## src/rtl/msi_l1_pkg.sv

```systemverilog
package msi_l1_pkg;
  typedef enum logic [1:0] {
    ST_I = 2'd0,
    ST_S = 2'd1,
    ST_M = 2'd2
  } lineSt_t;

  // Write strobes from control to the line store
  typedef struct packed {
    logic upWr;     // apply a grant from the parent at inAddr
    logic dnWr;     // lower the line at inAddr to inState
    logic evWr;     // lower the line at evictAddr to evictState
    logic waitSet;  // mark the line at cpuAddr as waiting
    logic storeWr;  // write processor data at cpuAddr
  } strobe_t;
endpackage

```

## src/rtl/msi_l1_dp.sv

```systemverilog
module msi_l1_dp
  import msi_l1_pkg::*;
#(
  parameter int ADDR_W = 3,
  parameter int DATA_W = 16
) (
  input  logic              clk,
  input  logic              rstN,
  input  strobe_t           strb,
  input  logic [ADDR_W-1:0] inAddr,
  input  logic [1:0]        inState,
  input  logic [DATA_W-1:0] inData,
  input  logic [ADDR_W-1:0] evictAddr,
  input  logic [1:0]        evictState,
  input  logic [ADDR_W-1:0] cpuAddr,
  input  logic [DATA_W-1:0] cpuData,
  output lineSt_t           stIn,
  output lineSt_t           stEv,
  output lineSt_t           stCpu,
  output logic              waitEv,
  output logic              waitCpu,
  output logic [DATA_W-1:0] dataIn,
  output logic [DATA_W-1:0] dataEv,
  output logic [DATA_W-1:0] dataCpu
);
  localparam int NUM_LINES = 1 << ADDR_W;

  lineSt_t           stArr   [NUM_LINES];
  logic              waitArr [NUM_LINES];
  logic [DATA_W-1:0] dataArr [NUM_LINES];

  always_ff @(posedge clk) begin
    if (!rstN) begin
      for (int i = 0; i < NUM_LINES; i++) begin
        stArr[i]   <= ST_I;
        waitArr[i] <= 1'b0;
        dataArr[i] <= '0;
      end
    end else begin
      if (strb.upWr) begin
        if (stArr[inAddr] == ST_I) dataArr[inAddr] <= inData;
        stArr[inAddr]   <= lineSt_t'(inState);
        waitArr[inAddr] <= 1'b0;
      end
      if (strb.dnWr)    stArr[inAddr]    <= lineSt_t'(inState);
      if (strb.evWr)    stArr[evictAddr] <= lineSt_t'(evictState);
      if (strb.waitSet) waitArr[cpuAddr] <= 1'b1;
      if (strb.storeWr) dataArr[cpuAddr] <= cpuData;
    end
  end

  assign stIn    = stArr[inAddr];
  assign stEv    = stArr[evictAddr];
  assign stCpu   = stArr[cpuAddr];
  assign waitEv  = waitArr[evictAddr];
  assign waitCpu = waitArr[cpuAddr];
  assign dataIn  = dataArr[inAddr];
  assign dataEv  = dataArr[evictAddr];
  assign dataCpu = dataArr[cpuAddr];
endmodule

```

## src/rtl/msi_l1_ctrl.sv

```systemverilog
module msi_l1_ctrl
  import msi_l1_pkg::*;
#(
  parameter int ADDR_W = 3,
  parameter int DATA_W = 16
) (
  input  logic              cpuReqValid,
  input  logic              cpuReqStore,
  input  logic [ADDR_W-1:0] cpuAddr,
  input  logic              cpuRespReady,
  input  logic              inValid,
  input  logic              inIsResp,
  input  logic [ADDR_W-1:0] inAddr,
  input  logic [1:0]        inState,
  input  logic              evictValid,
  input  logic [ADDR_W-1:0] evictAddr,
  input  logic [1:0]        evictState,
  input  logic              outReady,
  input  lineSt_t           stIn,
  input  lineSt_t           stEv,
  input  lineSt_t           stCpu,
  input  logic              waitEv,
  input  logic              waitCpu,
  input  logic [DATA_W-1:0] dataIn,
  input  logic [DATA_W-1:0] dataEv,
  input  logic [DATA_W-1:0] dataCpu,
  output strobe_t           strb,
  output logic              cpuReqReady,
  output logic              cpuRespValid,
  output logic              cpuRespAck,
  output logic [DATA_W-1:0] cpuRespData,
  output logic              inReady,
  output logic              evictReady,
  output logic              outValid,
  output logic              outIsResp,
  output logic [ADDR_W-1:0] outAddr,
  output logic [1:0]        outState,
  output logic [DATA_W-1:0] outData
);
  logic    inReq, inRsp, dnNeeded, quiet;
  logic    evTurn, evAllowed, cpuTurn, cpuHit, upNeeded;
  lineSt_t tgt;

  always_comb begin
    inReq     = inValid && !inIsResp;
    inRsp     = inValid && inIsResp;
    dnNeeded  = inReq && (stIn > inState);
    quiet     = !inValid;
    evTurn    = quiet && evictValid;
    evAllowed = !waitEv && (stEv > evictState);
    cpuTurn   = quiet && !evictValid && cpuReqValid;
    tgt       = cpuReqStore ? ST_M : ST_S;
    cpuHit    = cpuReqStore ? (stCpu == ST_M) : (stCpu != ST_I);
    upNeeded  = cpuTurn && !cpuHit && !waitCpu;

    inReady      = inRsp || (inReq && (!dnNeeded || outReady));
    evictReady   = evTurn && (!evAllowed || outReady);
    cpuRespValid = cpuTurn && cpuHit;
    cpuReqReady  = cpuRespValid && cpuRespReady;
    cpuRespAck   = cpuReqStore;
    cpuRespData  = cpuReqStore ? '0 : dataCpu;

    outValid  = 1'b0;
    outIsResp = 1'b0;
    outAddr   = '0;
    outState  = ST_I;
    outData   = '0;
    if (dnNeeded) begin
      outValid  = 1'b1;
      outIsResp = 1'b1;
      outAddr   = inAddr;
      outState  = inState;
      outData   = (stIn == ST_M) ? dataIn : '0;
    end else if (evTurn && evAllowed) begin
      outValid  = 1'b1;
      outIsResp = 1'b1;
      outAddr   = evictAddr;
      outState  = evictState;
      outData   = (stEv == ST_M) ? dataEv : '0;
    end else if (upNeeded) begin
      outValid  = 1'b1;
      outAddr   = cpuAddr;
      outState  = tgt;
    end

    strb.upWr    = inRsp;
    strb.dnWr    = dnNeeded && outReady;
    strb.evWr    = evTurn && evAllowed && outReady;
    strb.waitSet = upNeeded && outReady;
    strb.storeWr = cpuReqReady && cpuReqStore;
  end
endmodule

```

## src/rtl/msi_l1_ctlr.sv

```systemverilog
module msi_l1_ctlr
  import msi_l1_pkg::*;
#(
  parameter int ADDR_W = 3,
  parameter int DATA_W = 16
) (
  input  logic              clk,
  input  logic              rstN,
  input  logic              cpuReqValid,
  output logic              cpuReqReady,
  input  logic              cpuReqStore,
  input  logic [ADDR_W-1:0] cpuReqAddr,
  input  logic [DATA_W-1:0] cpuReqData,
  output logic              cpuRespValid,
  input  logic              cpuRespReady,
  output logic              cpuRespAck,
  output logic [DATA_W-1:0] cpuRespData,
  output logic              outValid,
  input  logic              outReady,
  output logic              outIsResp,
  output logic [ADDR_W-1:0] outAddr,
  output logic [1:0]        outState,
  output logic [DATA_W-1:0] outData,
  input  logic              inValid,
  output logic              inReady,
  input  logic              inIsResp,
  input  logic [ADDR_W-1:0] inAddr,
  input  logic [1:0]        inState,
  input  logic [DATA_W-1:0] inData,
  input  logic              evictValid,
  output logic              evictReady,
  input  logic [ADDR_W-1:0] evictAddr,
  input  logic [1:0]        evictState
);
  strobe_t           strb;
  lineSt_t           stIn, stEv, stCpu;
  logic              waitEv, waitCpu;
  logic [DATA_W-1:0] dataIn, dataEv, dataCpu;

  msi_l1_dp #(.ADDR_W(ADDR_W), .DATA_W(DATA_W)) u_dp (
    .clk(clk), .rstN(rstN), .strb(strb),
    .inAddr(inAddr), .inState(inState), .inData(inData),
    .evictAddr(evictAddr), .evictState(evictState),
    .cpuAddr(cpuReqAddr), .cpuData(cpuReqData),
    .stIn(stIn), .stEv(stEv), .stCpu(stCpu),
    .waitEv(waitEv), .waitCpu(waitCpu),
    .dataIn(dataIn), .dataEv(dataEv), .dataCpu(dataCpu)
  );

  msi_l1_ctrl #(.ADDR_W(ADDR_W), .DATA_W(DATA_W)) u_ctrl (
    .cpuReqValid(cpuReqValid), .cpuReqStore(cpuReqStore), .cpuAddr(cpuReqAddr),
    .cpuRespReady(cpuRespReady),
    .inValid(inValid), .inIsResp(inIsResp), .inAddr(inAddr), .inState(inState),
    .evictValid(evictValid), .evictAddr(evictAddr), .evictState(evictState),
    .outReady(outReady),
    .stIn(stIn), .stEv(stEv), .stCpu(stCpu),
    .waitEv(waitEv), .waitCpu(waitCpu),
    .dataIn(dataIn), .dataEv(dataEv), .dataCpu(dataCpu),
    .strb(strb),
    .cpuReqReady(cpuReqReady), .cpuRespValid(cpuRespValid),
    .cpuRespAck(cpuRespAck), .cpuRespData(cpuRespData),
    .inReady(inReady), .evictReady(evictReady),
    .outValid(outValid), .outIsResp(outIsResp), .outAddr(outAddr),
    .outState(outState), .outData(outData)
  );
endmodule

```

## config.mk

```make
export PLATFORM = sky130hd
export DESIGN_NAME = msi_l1_ctlr
export DESIGN_NICKNAME = d
export VERILOG_FILES = /design/src/rtl/msi_l1_pkg.sv /design/src/rtl/msi_l1_dp.sv /design/src/rtl/msi_l1_ctrl.sv /design/src/rtl/msi_l1_ctlr.sv
export SDC_FILE = /design/constraint.sdc
export NUM_CORES = 1
export LEC_CHECK = 0
export BUFFER_PORTS_ARGS = -buffer_cell sky130_fd_sc_hd__buf_4
export CAP_MARGIN = 20
export CORE_UTILIZATION = 40
export CTS_CLUSTER_SIZE = 30
export DETAILED_ROUTE_END_ITERATION = 10
export SLEW_MARGIN = 0
export SYNTH_ARGS = -nofsm -noshare
export SYNTH_HDL_FRONTEND = slang
export SYNTH_SLANG_ARGS = --single-unit
export TNS_END_PERCENT = 100
```

## constraint.sdc

```tcl
create_clock -name clk -period 6.8 [get_ports clk]
set_input_delay 0.68 -clock clk [delete_from_list [all_inputs] [get_ports clk]]
set_output_delay 0.68 -clock clk [all_outputs]
set_load 0.05 [all_outputs]
```

==> results of run 1 <==
==> through the flow <==
stage	setup slack, ns	hold WS (ns)	total power (W)	instance area, µm²	util, %
floorplan	2.34	0.444	0.00139	9860	-
global placement	2.03	0.479	0.00152	10800	44.7
detailed placement	1.98	0.479	0.00152	10800	44.7
CTS	1.97	0.488	0.00248	11400	47.1
global route	1.80	0.516	0.00254	11400	47.1
finish	2.01	0.484	0.00247	11400	47.1
==> area by class of cell <==
cell class | instances | area share, %
timing repair buffer | 114 | 7.49
sequential | 152 | 39.2
clock buffer | 18 | 3.75
inverter | 9 | 0.296
multi-input combinational | 547 | 44.3
clock inverter | 11 | 1.38
tap | 324 | 3.55
==> flip-flops by register name, indices dropped and copies added (netlist names) <==
| register | cells |
|---|---|
| u_dp.dataArr | 128 |
| u_dp.stArr | 16 |
| u_dp.waitArr | 8 |
==> per-layer routing <==
metal,global-route usage [%],vias to the layer above,wire length (µm)
li1,-,3143,-
met1,30.8,3616,11900
met2,38.7,343,14300
met3,4.61,40,2160
met4,8.30,0,586
met5,0,-,0
==> worst min-delay path by stage <==
stage                     from               to  slack, ns  cells past startpoint
2_1_floorplan  u_dp.waitArr[6]  u_dp.waitArr[6]       0.44                      2
3_3_place_gp   u_dp.waitArr[2]  u_dp.waitArr[2]       0.48                      2
3_5_place_dp   u_dp.waitArr[6]  u_dp.waitArr[6]       0.48                      2
4_1_cts        u_dp.waitArr[2]  u_dp.waitArr[2]       0.49                      2
5_1_grt        u_dp.waitArr[6]  u_dp.waitArr[6]       0.52                      2
6_report       u_dp.waitArr[2]  u_dp.waitArr[2]       0.48                      2
==> cell usage after synthesis (5+ instances only) <==
cell type	number
inv_1	9
nand2b_1	6
and2_1	6
buf_1	7
edfxtp_1	144
a221oi_1	5
o22ai_1	16
o21ai_0	11
nand3_1	7
nand2_1	33
clkbuf_1	31
nor3_1	9
nor2_1	185
mux4_2	105
a31oi_1	7
mux2i_1	81
a211oi_1	10
dfxtp_1	8
a21oi_1	9
nor2b_1	10
buf_2	19
==> worst register-to-register path: cells and delay by family (launching register included) <==
family / cells / cell delay, ns
buffers and inverters: 2 / 0.82
AND/OR/NAND/NOR: 3 / 0.76
multiplexers: 2 / 0.68
AO/OA/AOI/OAI: 1 / 0.66
flip-flops: 1 / 0.43
==> power breakdown <==
group          internal, W  leakage, nW  total (W)  switching (W)
registers          0.00106         1.55    0.00109      0.0000271
logic             0.000174         2.39   0.000419       0.000245
clock network     0.000603        0.282   0.000967       0.000364
total              0.00184         4.22    0.00247       0.000636
==> kinds of logic (layout without fill, tap and decap cells) <==
group                      count (synthesis)  in the layout
buffers and inverters                     73            152
AOI/OAI and AO/OA                         83             83
DFF                                      152            152
adders and majority gates                  4              4
muxes                                    190            190
and+or+nand+nor                          270            270
==> qor.csv, run 1 <==
metric,value,unit
outcome,"finished, final reports clean",
grt_max_degree,53,
crit_family,compound AO/OA/AOI/OAI gates,
tns,0,ns
synth_top_cell_by_area,edfxtp_1,
antenna_cells,0,
hp-class,reg2reg,
power.leakage,4.22,nW
initial_core_util,40.7,%
syn_area,0.00986,mm²
crit_chain,"buf_4, mux2i_1, and2_1, a211oi_1, a31o_2, ha_1, a211oi_1, o21a_1, nand3_1, buf_4, o22ai_1, buf_4",
critPathLaunch,inAddr[0],
finalClockSkew,0.00895,ns
instances_no_fill,1175,
die-area,0.0253,mm²
yosysUniqueCellTypes,51,
worstMarginPinSlew,0.989,ns
slowest_stage,buf_4,
vias_per_cell,6.08,
regArea,0.00448,mm²
nets,899,
path_clk_slew,0.06,ns
rsz0062_at_grt,false,
ys_ff_latch,152,
multi_input_area,0.00507,mm²
drc,0,
reg2regPathDepth,8,
crit_end,outData[15],
synthXorXnorAreaFrac,0,%
period_share,70.4,%
max_cap_violations,0,
maxSlewViolCount,0,
ctsResizeCount,0,
synthMuxAreaShare,32.8,%
ant_nets,0,
wl_per_cell,24.6,µm
async_flop_share,0,%
core,0.0242,mm²
slew-limit-headroom,33.9,%
r2r_start,u_dp.stArr[1][0],
grtUsageTotal,23.4,%
gp_congestion,0.843,
drt_wl_total,28.9,mm
dieWidth,159,µm
io_buffers,97,
cellPowerDensity,216,mW/mm²
netlist_instances,772,
drive_gt1_share,31.4,%
overflow,0,
synth_area_leaders,"edfxtp_1, mux4_2, mux2i_1",
start_kind,input pin,
hold_viol,0,
period_needed,4.79,ns
critPathBufInv,3,
yosysWarnings,0,
fp-row-count,57,
fillCellCount,2221,
final_cell_mix,"nor2_1, edfxtp_1, buf_4",
netlist.area_leader.share,43.8,%
path_common_cell,buf_4,
ys.flop_type,edfxtp_1,
cts.sinks,152,
endpoint_kind,output port,
max_stage_delay,0.67,ns
synth_edf_count,144,
synth_adder_area_share,0.507,%
dp.cells,1146,
grt_pass1_vias,7231,
required,6.12,ns
synth_compound_area_share,6.34,%
critPathMaxFanout,52,
area_growth,15.9,%
cts_buffer_depth,2,
yosysSeqAreaShare,45.5,%
die_h,159,µm
vdd.ir_drop.worst,0.168,mV
synth-simple-area-share,11.4,%
grt_first_pass_wirelength,44.0,mm
synth_top_family_by_area,multiplexers,
cts_max_level,4,
cts_setup_buffers,0,
cts_root_buf,clkbuf_16,
vias,7142,
cts_tree,built,
final_common_cell,nor2_1,
max_freq,209,MHz
regToRegEndpoint,u_dp.dataArr[6][10],
setup_viol,0,
cp_num_cells,12,
postCtsHoldBufs,0,
firstDrtPassIters,6,
crit_type,in2out,
cts-buffers-inserted,17,
regToRegSetupSlack,3.15,ns
syn_nets,830,
detailed_place_hpwl,17.9,mm
crit_arrival,4.11,ns
io_pins,98,
drt_iter0_drc,784,
clock_latency,0.42,ns
avgSynthCellArea,12.8,µm²
antenna_found_initial,0,
(Power assumes the default switching activity.)
==> run 2: changes to the inputs <==
clock period = 4.1 ns   (was 6.8 ns; I/O delays follow)
==> qor.csv, run 2 (same netlist as run 1, synthesis figures left out) <==
metric,value,unit
outcome,"finished, final reports clean",
critPathMaxFanout,16,
crit_arrival,3.34,ns
reg.largest.list,"u_dp.dataArr: 128 flops, u_dp.stArr: 16 flops, u_dp.waitArr: 8 flops",
placed_area,0.0112,mm²
slew-limit-headroom,50.2,%
vdd.ir_drop.worst,0.291,mV
firstDrtPassIters,6,
final_common_cell,nor2_1,
hold_viol,0,
vias,7367,
period_needed,3.75,ns
max_cap_violations,0,
antenna_cells,0,
area_growth,19.4,%
setup_viol,0,
initial_core_util,40.7,%
max_freq,267,MHz
die_h,159,µm
drt_wl_total,29.6,mm
maxSlewViolCount,0,
drt_iter0_drc,849,
grt_first_pass_wirelength,45.3,mm
largest_reg_flops,128,
overflow,0,
critPathLaunch,u_dp.stArr[3][1],
crit_type,reg2out,
cts_max_level,4,
fp-row-count,57,
io_pins,98,
detailed_place_hpwl,18.9,mm
cts_root_buf,clkbuf_16,
design_area,0.0118,mm²
die-area,0.0253,mm²
grt_max_degree,43,
cellPowerDensity,351,mW/mm²
r2r_start,u_dp.stArr[0][0],
ant_nets,0,
gp_congestion,0.832,
cts_tree,built,
reg2regPathDepth,9,
grtUsageTotal,24.2,%
max_flop_register,u_dp.dataArr,
clock_latency,0.43,ns
regToRegEndpoint,u_dp.stArr[4][0],
start_kind,register,
wl_per_cell,24.5,µm
regToRegSetupSlack,0.63,ns
io_buffers,97,
drive_gt1_share,34.4,%
antenna_found_initial,0,
instances_no_fill,1211,
fin_hold_ws,0.422,ns
power.leakage,4.42,nW
fillCellCount,2198,
core,0.0242,mm²
period_share,91.4,%
crit_end,outData[5],
nets,933,
endpoint_kind,output port,
required,3.69,ns
rsz0062_at_grt,false,
tns,0,ns
postCtsHoldBufs,0,
cts.sinks,152,
worstMarginPinSlew,0.744,ns
pre_cts_slack,0.347,ns
finalClockSkew,0.00988,ns
dp.cells,1180,
final_cell_mix,"nor2_1, edfxtp_1, buf_4",
hp-class,in2reg,
drc,0,
grt_pass1_vias,7499,
cts_buffer_depth,2,
cts-buffers-inserted,17,
finalWorstSetupSlack,0.354,ns
dieWidth,159,µm
vias_per_cell,6.08,
path_clk_slew,0.06,ns
-- run 2: cell count changes in the layout (fill, tap and decap cells not counted), sizes merged --
cell    before  now
bufinv       4    3
clkbuf      18   17
buf        114  148
clkinv       5    6
inv          9   12
-- run 2: per-stage QoR --
stage / power, W / util (%)
after detailed placement: 0.00257 / 46.1
after floorplan: 0.00231 / -
after global routing: 0.00426 / 48.6
final: 0.00414 / 48.6
after CTS: 0.00415 / 48.6
after global placement: 0.00256 / 46.1
-- run 2: layer usage --
| layer | track usage, % | part of all wire, % | up-vias |
|---|---|---|---|
| met5 | 0 | 0 | - |
| met4 | 9.09 | 2.7 | 0 |
| met3 | 3.41 | 7.9 | 54 |
| met2 | 42.0 | 51 | 349 |
| met1 | 30.9 | 38 | 3751 |
| li1 | - | - | 3213 |
-- run 2: timing repair --
item / in CTS / in global routing
buffers inserted: 0 / 0
gates resized for setup: 0 / 1
setup endpoints to repair: 0 / 12
-- run 2: power breakdown --
part | internal [W] | total, W | switching (W) | leakage [nW]
registers | 0.00176 | 0.00180 | 0.0000440 | 1.55
logic | 0.000317 | 0.000737 | 0.000420 | 2.58
clock network | 0.000958 | 0.00160 | 0.000644 | 0.285
total | 0.00303 | 0.00414 | 0.00111 | 4.42
-- run 2: worst min path at each step --
stage                    startpoint               to  slack (ns)  cells past startpoint
floorplan           u_dp.waitArr[6]  u_dp.waitArr[6]        0.44                      2
global placement    u_dp.waitArr[2]  u_dp.waitArr[2]        0.47                      2
detailed placement  u_dp.waitArr[2]  u_dp.waitArr[2]        0.47                      2
CTS                            rstN  u_dp.waitArr[2]        0.41                      3
global route                   rstN  u_dp.waitArr[7]        0.45                      3
finish                         rstN  u_dp.waitArr[7]        0.42                      3
-- run 2: critical path, stage by stage, from the launching register on --
cell      delay, ns
edfxtp_1       0.43
mux2i_1        0.18
and2_1         0.14
a211oi_1       0.04
a31o_2         0.24
ha_1           0.29
a211oi_1       0.30
o21a_1         0.37
nand3_1        0.12
buf_4          0.24
o22ai_1        0.29
buf_4          0.26
-- run 2: cell type report --
cell class,count,area (µm²),share of cell area [%]
clock buffer,17,425,3.61
tap,324,405,3.44
multi-input combinational,547,5070,43.0
timing repair buffer,148,1190,10.1
sequential,152,4480,38.1
inverter,9,33.8,0.287
clock inverter,14,174,1.48
==> run 3: changes to the inputs <==
clock period = 4.4 ns   (was 4.1 ns; I/O delays follow)
==> qor.csv, run 3 (same netlist as run 1, synthesis figures left out) <==
metric,value,unit
area_growth,17.7,%
grt_first_pass_wirelength,44.9,mm
slowest_stage,mux4_2,
fillCellCount,2257,
sw_frac_of_total,26.1,%
critPathMaxFanout,33,
setup_viol,0,
vdd.ir_drop.worst,0.264,mV
max_stage_delay,0.48,ns
p_clk_share,39.4,%
largest_reg_flops,128,
drt_wl_total,29.7,mm
period_needed,3.77,ns
worstMarginPinSlew,0.820,ns
final_cell_mix,"nor2_1, edfxtp_1, buf_4",
initial_core_util,40.7,%
endpoint_kind,output port,
pre_cts_slack,0.629,ns
io_buffers,97,
rsz0062_at_grt,false,
switchingPower,0.00101,W
cts_buffer_depth,2,
antenna_found_initial,0,
clock_latency,0.42,ns
grt_pass1_vias,7402,
gp_congestion,0.872,
path_clk_slew,0.06,ns
final_common_cell,nor2_1,
nets,916,
fp-row-count,57,
instances_no_fill,1195,
crit_family,buffers and inverters,
seqPwrFrac,43.2,%
dp.cells,1163,
finalWorstSetupSlack,0.628,ns
postCtsHoldBufs,0,
crit_arrival,3.33,ns
ant_nets,0,
die_h,159,µm
cts_max_level,4,
crit_chain,"buf_4, inv_1, mux4_2, ha_1, a211oi_1, o21a_1, nand3_1, buf_4, o22ai_1, buf_4",
critPathBufInv,4,
max_cap_violations,0,
reg2regPathDepth,10,
p_int,0.00286,W
max_flop_register,u_dp.dataArr,
p_comb_share,17.3,%
period_share,85.7,%
reg.largest.list,"u_dp.dataArr: 128 flops, u_dp.stArr: 16 flops, u_dp.waitArr: 8 flops",
grt_max_degree,44,
path_common_cell,buf_4,
wl_per_cell,24.9,µm
cellPowerDensity,334,mW/mm²
finalClockSkew,0.0125,ns
dieWidth,159,µm
outcome,"finished, final reports clean",
cts-buffers-inserted,17,
cts_setup_buffers,0,
tns,0,ns
cp_num_cells,10,
power.leakage,4.32,nW
drc,0,
start_kind,input pin,
grtUsageTotal,23.9,%
cts_root_buf,clkbuf_16,
core,0.0242,mm²
required,3.96,ns
hold_viol,0,
ctsResizeCount,0,
drt_iter0_drc,720,
maxSlewViolCount,0,
detailed_place_hpwl,18.8,mm
slew-limit-headroom,43.8,%
vias,7289,
max_freq,265,MHz
cts_tree,built,
firstDrtPassIters,4,
io_pins,98,
hp-class,in2reg,
cts.sinks,152,
drive_gt1_share,32.8,%
vias_per_cell,6.10,
antenna_cells,0,
die-area,0.0253,mm²
crit_type,in2out,
holdPathStages,3,
overflow,0,
run 3: cell types whose count changed in the layout (fill, tap and decap cells not counted):
| cell | delta |
|---|---|
| nand3_1 | +1 |
| clkinv_1 | -1 |
| clkinv_4 | -2 |
| clkinv_2 | +2 |
| bufinv_16 | +1 |
| buf_4 | -13 |
| clkbuf_1 | +3 |
| nand3_2 | -1 |
| inv_6 | -2 |
| buf_12 | -4 |
run 3: area by class of cell:
| cell class | instances | area, µm² | share of cell area (%) |
|---|---|---|---|
| Inverter | 9 | 33.8 | 0.291 |
| Sequential cell | 152 | 4480 | 38.6 |
| Multi-Input combinational cell | 547 | 5070 | 43.6 |
| Clock buffer | 20 | 437 | 3.76 |
| Timing Repair Buffer | 131 | 1010 | 8.69 |
| Tap cell | 324 | 405 | 3.49 |
| Clock inverter | 12 | 175 | 1.51 |
run 3: stage by stage:
step	hold slack (ns)	cell area, µm²	power, W	utilization (%)
finish	0.445	11600	0.00388	47.9
global route	0.464	11600	0.00399	47.9
CTS	0.434	11600	0.00389	47.9
detailed placement	0.481	11000	0.00238	45.4
global placement	0.472	11000	0.00238	45.4
floorplan	0.444	9860	0.00215	-
run 3: final timing paths:
path	startpoint	endpoint	slack, ns
hold reg to reg	u_dp.waitArr[2]	u_dp.waitArr[2]	0.50
setup reg to reg	u_dp.stArr[2][0]	u_dp.stArr[3][0]	1.20
setup / recovery	inAddr[1]	outData[15]	0.63
hold / removal	cpuReqData[15]	u_dp.dataArr[1][15]	0.45
run 3: power by group through the flow:
stage / Combinational (W) / Sequential, W / Clock (W)
final: 0.000672 / 0.00168 / 0.00153
after global routing: 0.000713 / 0.00168 / 0.00160
after CTS: 0.000675 / 0.00168 / 0.00154
after detailed placement: 0.000673 / 0.00171 / 0
after global placement: 0.000675 / 0.00170 / 0
after floorplan: 0.000466 / 0.00169 / 0
run 3: metal layers:
metal | share of wire [%] | wire (µm) | track usage [%]
met1 | 41 | 12200 | 31.9
met2 | 49 | 14500 | 39.3
met3 | 7.8 | 2310 | 4.35
met4 | 2.7 | 799 | 8.57
met5 | 0 | 0 | 0
run 3: tightest hold or removal path: cells and delay by family:
kind	cells	cell delay (ns)
multiplexers	1	0.12
AND/OR/NAND/NOR	1	0.11
buffers and inverters	1	0.08
